--- src/rtl/irqc_pkg.sv ---
package irqc_pkg;

  // register byte offsets
  localparam int OFS_VECTOR  = 'h00;
  localparam int OFS_STATUS  = 'h08;
  localparam int OFS_MASK    = 'h10;
  localparam int OFS_CORE    = 'h14;
  localparam int OFS_ENABLE  = 'h20;
  localparam int OFS_DISABLE = 'h24;
  localparam int OFS_CLEAR   = 'h28;
  localparam int OFS_EOI     = 'h30;

  typedef struct packed {
    logic rd_vec;    // vector read (acknowledge)
    logic rd_stat;   // held vector read
    logic rd_mask;   // any of the mask views
    logic rd_none;   // unmapped read
    logic wr_en;     // OR into mask
    logic wr_dis;    // clear mask bits
    logic wr_clr;    // clear pending bits (clear or end-of-interrupt)
  } acc_t;

endpackage

--- src/rtl/irqc_rst_sync.sv ---
module irqc_rst_sync (
  input  logic clk,
  input  logic rst_n,
  output logic rst_n_sync
);
  logic [1:0] sync_q;

  always_ff @(posedge clk or negedge rst_n) begin
    if (!rst_n) sync_q <= 2'b00;
    else        sync_q <= {sync_q[0], 1'b1};
  end

  assign rst_n_sync = sync_q[1];
endmodule

--- src/rtl/irqc_decode.sv ---
module irqc_decode
  import irqc_pkg::*;
#(
  parameter int ADDR_W = 8
) (
  input  logic              sel,
  input  logic              wr,
  input  logic [ADDR_W-1:0] addr,
  output acc_t              acc
);
  logic rd, wr_acc;
  logic hit_vec, hit_stat, hit_mask, hit_en, hit_dis, hit_clr;

  always_comb begin
    rd       = sel & ~wr;
    wr_acc   = sel & wr;
    hit_vec  = (addr == ADDR_W'(OFS_VECTOR));
    hit_stat = (addr == ADDR_W'(OFS_STATUS));
    hit_en   = (addr == ADDR_W'(OFS_ENABLE));
    hit_mask = (addr == ADDR_W'(OFS_MASK)) | (addr == ADDR_W'(OFS_CORE)) | hit_en;
    hit_dis  = (addr == ADDR_W'(OFS_DISABLE));
    hit_clr  = (addr == ADDR_W'(OFS_CLEAR)) | (addr == ADDR_W'(OFS_EOI));

    acc.rd_vec  = rd & hit_vec;
    acc.rd_stat = rd & hit_stat;
    acc.rd_mask = rd & hit_mask;
    acc.rd_none = rd & ~(hit_vec | hit_stat | hit_mask);
    acc.wr_en   = wr_acc & hit_en;
    acc.wr_dis  = wr_acc & hit_dis;
    acc.wr_clr  = wr_acc & hit_clr;
  end
endmodule

--- src/rtl/irqc_lowest_scan.sv ---
module irqc_lowest_scan #(
  parameter int N_SRC = 32,
  localparam int IDX_W = $clog2(N_SRC)
) (
  input  logic [N_SRC-1:0] vec,
  output logic             any,
  output logic [IDX_W-1:0] idx,
  output logic [N_SRC-1:0] onehot
);
  // isolate the lowest set bit, then encode it
  assign onehot = vec & (~vec + {{(N_SRC-1){1'b0}}, 1'b1});
  assign any    = |vec;

  genvar b;
  generate
    for (b = 0; b < IDX_W; b++) begin : g_enc
      logic [N_SRC-1:0] col;
      always_comb begin
        for (int i = 0; i < N_SRC; i++) col[i] = ((i >> b) & 1) == 1;
      end
      assign idx[b] = |(onehot & col);
    end
  endgenerate
endmodule

--- src/rtl/irqc_pend_reg.sv ---
module irqc_pend_reg #(
  parameter int N_SRC = 32
) (
  input  logic             clk,
  input  logic             rst_n,
  input  logic [N_SRC-1:0] set,
  input  logic [N_SRC-1:0] clr,
  output logic [N_SRC-1:0] q
);
  logic [N_SRC-1:0] q_nx;
  logic             upd;

  always_comb begin
    upd  = (|set) | (|clr);
    q_nx = (q & ~clr) | set;   // set has priority over clear
  end

  always_ff @(posedge clk or negedge rst_n) begin
    if (!rst_n)   q <= '0;
    else if (upd) q <= q_nx;
  end


  set_wins_chk: assert property (@(posedge clk) disable iff (!rst_n)
    (|set) |=> ((q & $past(set)) == $past(set)));


  clr_done_chk: assert property (@(posedge clk) disable iff (!rst_n)
    (|clr) |=> ((q & $past(clr) & ~$past(set)) == '0));
endmodule

--- src/rtl/irqc_mask_reg.sv ---
module irqc_mask_reg #(
  parameter int N_SRC = 32
) (
  input  logic             clk,
  input  logic             rst_n,
  input  logic             en_w,
  input  logic             dis_w,
  input  logic [N_SRC-1:0] data,
  output logic [N_SRC-1:0] q
);
  logic [N_SRC-1:0] q_nx;
  logic             upd;

  always_comb begin
    upd  = en_w | dis_w;
    q_nx = q;
    if (en_w)  q_nx = q | data;
    if (dis_w) q_nx = q & ~data;
  end

  always_ff @(posedge clk or negedge rst_n) begin
    if (!rst_n)   q <= '0;
    else if (upd) q <= q_nx;
  end


  mask_or_chk: assert property (@(posedge clk) disable iff (!rst_n)
    en_w |=> ((q & $past(data)) == $past(data)));


  mask_drop_chk: assert property (@(posedge clk) disable iff (!rst_n)
    dis_w |=> ((q & $past(data)) == '0));
endmodule

--- src/rtl/irq_vector_ctrl.sv ---
module irq_vector_ctrl
  import irqc_pkg::*;
#(
  parameter int N_SRC   = 32,
  parameter int ADDR_W  = 8,
  parameter int NORM_LO = 1,
  parameter int NORM_HI = 17
) (
  input  logic              clk,
  input  logic              rst_n,
  input  logic              bus_sel,
  input  logic              bus_wr,
  input  logic [ADDR_W-1:0] bus_addr,
  input  logic [N_SRC-1:0]  bus_wdata,
  output logic [N_SRC-1:0]  bus_rdata,
  input  logic [N_SRC-1:0]  src_set,
  output logic              fiq_n,
  output logic              irq_n
);
  localparam int IDX_W = $clog2(N_SRC);

  logic             rst_n_s;
  acc_t             acc;
  logic [N_SRC-1:0] pend_q, mask_q, act;
  logic [N_SRC-1:0] scan_oh, pend_clr;
  logic [IDX_W-1:0] scan_idx, vec_ret, vec_lat, vec_lat_nx;
  logic             scan_any, vec_take;

  irqc_rst_sync u_rst (.clk(clk), .rst_n(rst_n), .rst_n_sync(rst_n_s));

  irqc_decode #(.ADDR_W(ADDR_W)) u_dec (
    .sel(bus_sel), .wr(bus_wr), .addr(bus_addr), .acc(acc));

  irqc_lowest_scan #(.N_SRC(N_SRC)) u_scan (
    .vec(pend_q), .any(scan_any), .idx(scan_idx), .onehot(scan_oh));

  always_comb begin
    vec_take = acc.rd_vec & scan_any;
    vec_ret  = scan_any ? scan_idx : '0;
    pend_clr = (acc.wr_clr ? bus_wdata : '0) | (vec_take ? scan_oh : '0);
  end

  irqc_pend_reg #(.N_SRC(N_SRC)) u_pend (
    .clk(clk), .rst_n(rst_n_s), .set(src_set), .clr(pend_clr), .q(pend_q));

  irqc_mask_reg #(.N_SRC(N_SRC)) u_mask (
    .clk(clk), .rst_n(rst_n_s), .en_w(acc.wr_en), .dis_w(acc.wr_dis),
    .data(bus_wdata), .q(mask_q));

  // held vector
  always_comb vec_lat_nx = vec_ret;

  always_ff @(posedge clk or negedge rst_n_s) begin
    if (!rst_n_s)        vec_lat <= '0;
    else if (acc.rd_vec) vec_lat <= vec_lat_nx;
  end

  // read data
  always_comb begin
    bus_rdata = '0;
    if (acc.rd_vec)  bus_rdata = {{(N_SRC-IDX_W){1'b0}}, vec_ret};
    if (acc.rd_stat) bus_rdata = {{(N_SRC-IDX_W){1'b0}}, vec_lat};
    if (acc.rd_mask) bus_rdata = mask_q;
    if (acc.rd_none) bus_rdata = '1;
  end

  // request lines
  always_comb begin
    act   = pend_q & mask_q;
    fiq_n = ~act[0];
    irq_n = ~(|act[NORM_HI:NORM_LO]);
  end


  vec_hold_chk: assert property (@(posedge clk) disable iff (!rst_n_s)
    acc.rd_vec |=> (vec_lat == $past(bus_rdata[IDX_W-1:0])));


  empty_read_chk: assert property (@(posedge clk) disable iff (!rst_n_s)
    (acc.rd_vec && !scan_any && src_set == '0) |=> ($stable(pend_q) && $stable(mask_q)));


  ack_clear_chk: assert property (@(posedge clk) disable iff (!rst_n_s)
    (vec_take && ((src_set & scan_oh) == '0)) |=> ((pend_q & $past(scan_oh)) == '0));


  fast_line_chk: assert property (@(posedge clk) disable iff (!rst_n_s)
    $fell(fiq_n) |-> ($past(src_set[0]) || $past(acc.wr_en)));
endmodule

--- config.mk ---
export PLATFORM = sky130hd
export DESIGN_NAME = irq_vector_ctrl
export DESIGN_NICKNAME = d
export VERILOG_FILES = /design/src/rtl/irqc_pkg.sv /design/src/rtl/irqc_rst_sync.sv /design/src/rtl/irqc_decode.sv /design/src/rtl/irqc_lowest_scan.sv /design/src/rtl/irqc_pend_reg.sv /design/src/rtl/irqc_mask_reg.sv /design/src/rtl/irq_vector_ctrl.sv
export SDC_FILE = /design/constraint.sdc
export NUM_CORES = 1
export LEC_CHECK = 0
export ABC_CLOCK_PERIOD_IN_PS = 3000
export BUFFER_PORTS_ARGS = -buffer_cell sky130_fd_sc_hd__clkbuf_2
export CAP_MARGIN = 20
export CORE_AREA = 2 2 100 102
export CTS_BUF_LIST = sky130_fd_sc_hd__clkbuf_16
export DETAILED_ROUTE_END_ITERATION = 6
export DIE_AREA = 0 0 102 104
export PLACE_DENSITY = 0.71
export RECOVER_POWER = 25
export SYNTH_ARGS = -nofsm -noshare
export SYNTH_HDL_FRONTEND = slang
export SYNTH_SLANG_ARGS = --single-unit
--- constraint.sdc ---
create_clock -name clk -period 3 [get_ports clk]
set_clock_uncertainty 0.1 [all_clocks]
set_input_delay 0.6 -clock clk [delete_from_list [all_inputs] [get_ports clk]]
set_output_delay 0.6 -clock clk [all_outputs]
set_load 0.01 [all_outputs]
==> flow_summary_export.csv, run 1 <==
group,metric,value,unit
run_status,status,"finished, violations left",
run_status,failed_checks,"setup timing",
synthesis,ys_seq_area_frac,0.4741,
floorplanning,num_rows,36,
synthesis,yosysTopAreaCell,"dfrtp_1",
placed_design,dpl.hpwl,9028,µm
floorplanning,ios,110,
final_layout,seqCellArea,1777,µm²
floorplanning,start_util,0.3924,
global_routing,grt_max_degree,33,
power_and_ir_drop,power.density,398.6,nW/µm²
worst_setup_path,slowest_delay,580,ps
clock_tree,htreeDepth,3,
worst_setup_path,worstSetupStartpointType,"flip-flop",
routing,post-route-drc-count,0,
final_layout,nNetsFinal,686,
clock_tree,clock_path_buffers,2,
routing,wire_per_inst,17.03,µm
global_routing,grt.total_usage,0.2386,
floorplanning,fp.dieH,104,µm
routing,viasPerCell,5.599,
synthesis,avgSynthCellArea,8.556,µm²
clock_tree,clock_latency,330,ps
synthesis,synthesis.nets,514,
synthesis,synth_edf_count,0,
synthesis,async_flop_share,1.000,
synthesis,synth_cells,438,
worst_setup_path,slowest_stage,"or4_4",
timing,hold_viol_final,0,
routing,dr.pass1.iters,5,
final_layout,fill_cells,857,
worst_setup_path,crit_fanout,3,
power_and_ir_drop,switching_share,0.2342,
worst_setup_path,worstPathCellList,"or4_4, nor4_4, buf_4, and2_4, o211ai_1, a31oi_4, a2bb2oi_2, buf_2",
timing,tightestPinTransition,1048,ps
synthesis,ys_seq_elements,71,
timing,fin_setup_tns,-1728,ps
worst_setup_path,worstSetupEndpointType,"output pin",
power_and_ir_drop,p_int,1.695,mW
synthesis,yosysWarnings,0,
final_layout,drive_above_1_share,0.4081,
final_layout,instances_no_fill,748,
clock_tree,numCtsBuffers,9,
worst_setup_path,cp_top_family,"simple AND/OR/NAND/NOR gates",
global_routing,grt-ovfl-total,0,
placed_design,portBuffers,109,
synthesis,synth_top_flop_cell,"dfrtp_1",
worst_hold_path,holdCritPathClass,"flip-flop to flip-flop",
power_and_ir_drop,p_leak,2.539,nW
timing,slew_violations,0,
synthesis,synth_cell_types,47,
synthesis,synth.area.top_cells,"dfrtp_1, a21oi_1, nand2_1",
timing,fmax,302.7,MHz
worst_setup_path,critPathLaunch,"u_pend.q[12]",
worst_setup_path,critPathArrivalTime,2600,ps
routing,antenna_left,0,
routing,wl,12740,µm
synthesis,netlist.area_leader.share,0.4741,
floorplanning,die_x,102,µm
timing,slew_headroom,0.3011,
clock_tree,clkTransAtPathRegs,60,ps
timing,setup_slack,-303.9,ps
job,max_cap_violations,0,
worst_setup_path,reg2reg_from,"u_pend.q[12]",
placed_design,dpl_cell_area,4888,µm²
timing,rsz0062_at_grt,"yes",
power_and_ir_drop,combPwrFrac,0.092,
final_layout,area_delta_synth_final,48.15,%
power_and_ir_drop,p_switching,0.5182,mW
global_routing,grt_pass1_vias,4002,
power_and_ir_drop,power,2.213,mW
clock_tree,ctsRootBufferMaster,"clkbuf_16",
power_and_ir_drop,ir_drop,0.2742,mV
timing,finalSetupViolCount,17,
worst_setup_path,path_class,"flip-flop to output pin",
final_layout,multiInputGateArea,2057,µm²
clock_tree,cts_tree,"done",
routing,drt_iter0_drc,318,
power_and_ir_drop,p_clk_frac,0.461,
clock_tree,cts_sinks,71,
worst_setup_path,reg2reg_slack,40,ps
final_layout,antenna_cells,0,
synthesis,synth.cell_area,3747,µm²
floorplanning,design.die.area,10610,µm²
placed_design,dp.cells,713,
timing,hold_slack,255.8,ps
floorplanning,coreArea,9549,µm²
power_and_ir_drop,p_seq_frac,0.447,
global_routing,grt_antenna_before_repair,0,
timing,period_minus_slack,3304,ps
placed_design,place.gp.congestion,0.9484,
timing,layout_worst_path_cycle_share,1.101,
final_layout,final_area,5552,µm²
global_routing,grt_pass1_wl,19930,µm
worst_setup_path,crit_buf_inv,2,
routing,vias,4188,
worst_setup_path,crit_required,2300,ps
worst_hold_path,hold_path.startpoint,"u_rst.sync_q[0]",
-- cell type report --
cell class              instances  area share
inverters                      11    0.007437
multi-input cells             337      0.3705
clock buffers                   9     0.04057
repair buffers                180      0.2209
clock inverters                 7     0.01059
well taps                     133     0.02998
flip-flops and latches         71      0.3200
-- through the flow --
stage | setup WS, ps | util
detailed placement | -223.5 | 0.5119
global placement | -212.3 | 0.5119
floorplan | -180.5 | -
global route | -419.1 | 0.5814
finish | -303.9 | 0.5814
CTS | -314.0 | 0.5584
-- metal layers --
metal  global-route usage  wire length [µm]  share of wire
met1               0.3184              5246           0.41
met2               0.3844              6134           0.48
met3              0.03831              1028          0.081
met4              0.09524               332          0.026
met5                    0                 0              0
-- cells in the final DEF (no fill, tap or decap), drive strengths merged, types with 2 or more instances in the layout --
cell      n
inv      14
o21bai    3
nand3     6
a31oi     4
o211ai    5
clkbuf   90
nand2b   14
o21ai     2
o311ai    4
nand2   107
a211oi    4
nor4     12
nor3b     2
or4      10
a31o     19
a22oi     7
buf      98
nor3     11
and2      2
or3       7
clkinv    2
a21oi    82
nand4     3
nor4b     2
dfrtp    71
nor2     14
-- cell families after synthesis --
logic type	synth area share
simple gates	0.2487
compound gates	0.2414
other cells	0.001001
buf+inv	0.03239
xor+xnor	0.002338
flops	0.4741
-- power groups by stage --
stage	clock network (mW)	logic, mW	registers [mW]
after floorplan	0	0.0653	1.01
after global placement	0	0.192	1.01
after detailed placement	0	0.196	1.01
after CTS	1.03	0.198	0.989
after global routing	1.09	0.223	0.992
final	1.02	0.203	0.990
-- final timing paths --
kind	endpoint	cells after the start
setup / recovery	bus_rdata[0]	8
hold / removal	u_rst.sync_q[1]	0
setup reg to reg	u_pend.q[27]	9
hold reg to reg	u_rst.sync_q[1]	0
max in group asynchronous	vec_lat[2]	1
min in group asynchronous	async pin	0
-- cells in the mapped netlist, types with 2 or more instances --
library cell / count
inv_1: 11
o211ai_1: 5
dfrtp_1: 71
a31o_2: 18
nand2b_1: 14
a31oi_1: 4
a211oi_1: 4
or4_4: 4
nor3_1: 11
or3_1: 6
or4_1: 6
nor2_1: 14
nor4_1: 11
a21oi_1: 82
o21bai_1: 3
nand4_1: 3
and2_1: 2
o21ai_0: 2
a22oi_1: 7
nor4b_1: 2
nand3_1: 6
nor3b_1: 2
nand2_1: 107
clkbuf_1: 17
o311ai_0: 4
-- repair_timing --
action / CTS / global route
hold endpoints to repair: 2 / 0
gates resized for setup: 18 / 61
hold buffers: 1 / 0
setup endpoints to repair: 16 / 32
gates cloned: 0 / 3
buffers inserted: 9 / 6
pin swaps: 13 / 17
(Power assumes the default switching activity.)
==> run 2, diff against run 1 <==
- CORE_AREA: 2 2 100 102 -> 2 2 115 117
- DIE_AREA: 0 0 102 104 -> 0 0 117 119
- PLACE_DENSITY: 0.71 -> 0.57
- RECOVER_POWER: 25 -> default
==> run 2 against run 1 <==
The flow still finishes with violations (setup timing). Clock-buffer cell count did not move. Register-to-register slack lost 240 ps. Sequential cell count unchanged. Power fell by 1.7%. Worst hold slack worse by 1.5 ps. Sequential power is 0.4% higher. Critical path depth down 1. Clock power decreased by 5%. Wire length up 8.0%. Combinational power grew 2%. Die area grew 31%. Critical endpoint unchanged. Highest routed layer unchanged.
==> flow_summary_export.csv, run 2 (synthesized netlist as in run 1, its figures left out) <==
group,metric,value,unit
worst_setup_path,reg2reg_to,"u_pend.q[14]",
timing,hold_slack,254.3,ps
worst_setup_path,reg2reg_slack,-200,ps
final_layout,nNetsFinal,700,
job,max_cap_violations,0,
final_layout,seqCellArea,1778,µm²
routing,dr.pass1.iters,4,
timing,slew_headroom,0.4247,
final_layout,antenna_cells,0,
worst_setup_path,crit_fanout,4,
floorplanning,start_util,0.2911,
global_routing,grt.total_usage,0.2027,
global_routing,grt_max_degree,36,
power_and_ir_drop,p_seq_frac,0.457,
placed_design,pre_cts_ws,-245.5,ps
timing,finalSetupViolCount,8,
floorplanning,fp.dieH,119,µm
routing,vias,4139,
worst_setup_path,crit_required,2300,ps
clock_tree,cts_tree,"done",
power_and_ir_drop,combPwrFrac,0.096,
power_and_ir_drop,ir_drop,0.2816,mV
final_layout,final_common_cell,"a21oi_1",
worst_setup_path,critPathLaunch,"u_pend.q[9]",
power_and_ir_drop,p_clk_frac,0.448,
routing,post-route-drc-count,0,
worst_setup_path,crit_end,"bus_rdata[0]",
floorplanning,design.die.area,13920,µm²
run_status,status,"finished, violations left",
power_and_ir_drop,p_leak,2.638,nW
run_status,failed_checks,"setup timing",
timing,fmax,302.6,MHz
routing,drt_iter0_drc,275,
clock_tree,clkTransAtPathRegs,60,ps
timing,period_minus_slack,3305,ps
worst_setup_path,critPathArrivalTime,2600,ps
timing,setup_slack,-304.9,ps
timing,rsz0062_at_grt,"yes",
placed_design,place.gp.congestion,0.8903,
clock_tree,ctsRootBufferMaster,"clkbuf_16",
timing,slew_violations,0,
routing,antenna_left,0,
clock_tree,clock_latency,340,ps
routing,wire_per_inst,17.10,µm
floorplanning,die_x,117,µm
global_routing,grt-ovfl-total,0,
final_layout,final_cell_mix,"a21oi_1, clkbuf_2, nand2_1",
routing,wl,13760,µm
final_layout,final_util,0.4474,
worst_setup_path,path_class,"flip-flop to output pin",
clock_tree,clock_path_buffers,2,
worst_setup_path,reg2reg_from,"u_pend.q[24]",
floorplanning,coreArea,12870,µm²
timing,layout_worst_path_cycle_share,1.102,
timing,hold_viol_final,0,
routing,viasPerCell,5.142,
timing,tightestPinTransition,863.0,ps
clock_tree,numCtsBuffers,9,
clock_tree,htreeDepth,3,
power_and_ir_drop,p_switching,0.5558,mW
power_and_ir_drop,power.density,377.8,nW/µm²
worst_setup_path,ff2ff_path_depth,16,
power_and_ir_drop,p_int,1.621,mW
clock_tree,cts_sinks,71,
global_routing,grt_antenna_before_repair,0,
placed_design,portBuffers,109,
floorplanning,num_rows,42,
final_layout,drive_above_1_share,0.4515,
placed_design,dpl.hpwl,9729,µm
final_layout,multiInputGateArea,2062,µm²
final_layout,fill_cells,1277,
worst_setup_path,worstSetupStartpointType,"flip-flop",
global_routing,grt_pass1_vias,4198,
worst_setup_path,worstSetupEndpointType,"output pin",
floorplanning,ios,110,
global_routing,grt_pass1_wl,21740,µm
worst_hold_path,holdCritPathClass,"flip-flop to flip-flop",
final_layout,area_delta_synth_final,53.72,%
power_and_ir_drop,switching_share,0.2554,
run 2: stage by stage:
step	std cells	setup TNS (ps)	instance area, µm²	power [mW]
final	805	-1662	5761	2.176
after global placement	755	-1358	4935	1.203
after global routing	805	-3144	5761	2.259
after CTS	805	-2052	5647	2.188
after detailed placement	755	-1695	4935	1.206
after floorplan	438	-345.0	3762	1.074
run 2: power by group through the flow:
stage	logic [mW]	clock network [mW]	registers (mW)
global placement	0.195	0	1.01
CTS	0.203	0.992	0.993
floorplan	0.0653	0	1.01
finish	0.208	0.974	0.994
global route	0.230	1.03	0.997
detailed placement	0.196	0	1.01
run 2: routing by layer:
metal / GRT usage / share of wire / vias to the layer above
li1: - / - / 1969
met1: 0.2591 / 0.43 / 2001
met2: 0.3316 / 0.48 / 146
met3: 0.04733 / 0.060 / 23
met4: 0.07500 / 0.024 / 0
met5: 0 / 0 / -
run 2: final cells by class:
class | count | share of cell area
Clock inverter | 7 | 0.006950
Tap cell | 176 | 0.03823
Sequential cell | 71 | 0.3086
Clock buffer | 9 | 0.03910
Timing Repair Buffer | 194 | 0.2420
Multi-Input combinational cell | 337 | 0.3580
Inverter | 11 | 0.007168
run 2: repair_timing:
action                     CTS  global route
cloned                       3             0
buffers inserted            30             4
hold buffers                 1             0
pin swaps                   16            28
resized for setup           26            69
setup endpoints to repair   22            38
hold endpoints to repair     2             0
run 2: worst min path at each step:
stage	to	depth (start not counted)	start
after detailed placement	u_rst.sync_q[1]	0	u_rst.sync_q[0]
after CTS	u_rst.sync_q[1]	0	u_rst.sync_q[0]
after floorplan	u_rst.sync_q[0]	0	rst_n
final	u_rst.sync_q[1]	0	u_rst.sync_q[0]
after global routing	u_rst.sync_q[1]	0	u_rst.sync_q[0]
after global placement	u_rst.sync_q[1]	0	u_rst.sync_q[0]
run 2: critical path, stage by stage (launching register included):
cell	delay, ps
dfrtp_1	380
or4_4	590
or4_1	540
o32ai_2	130
nor3_2	90
a31oi_2	250
a2bb2oi_2	150
buf_2	140
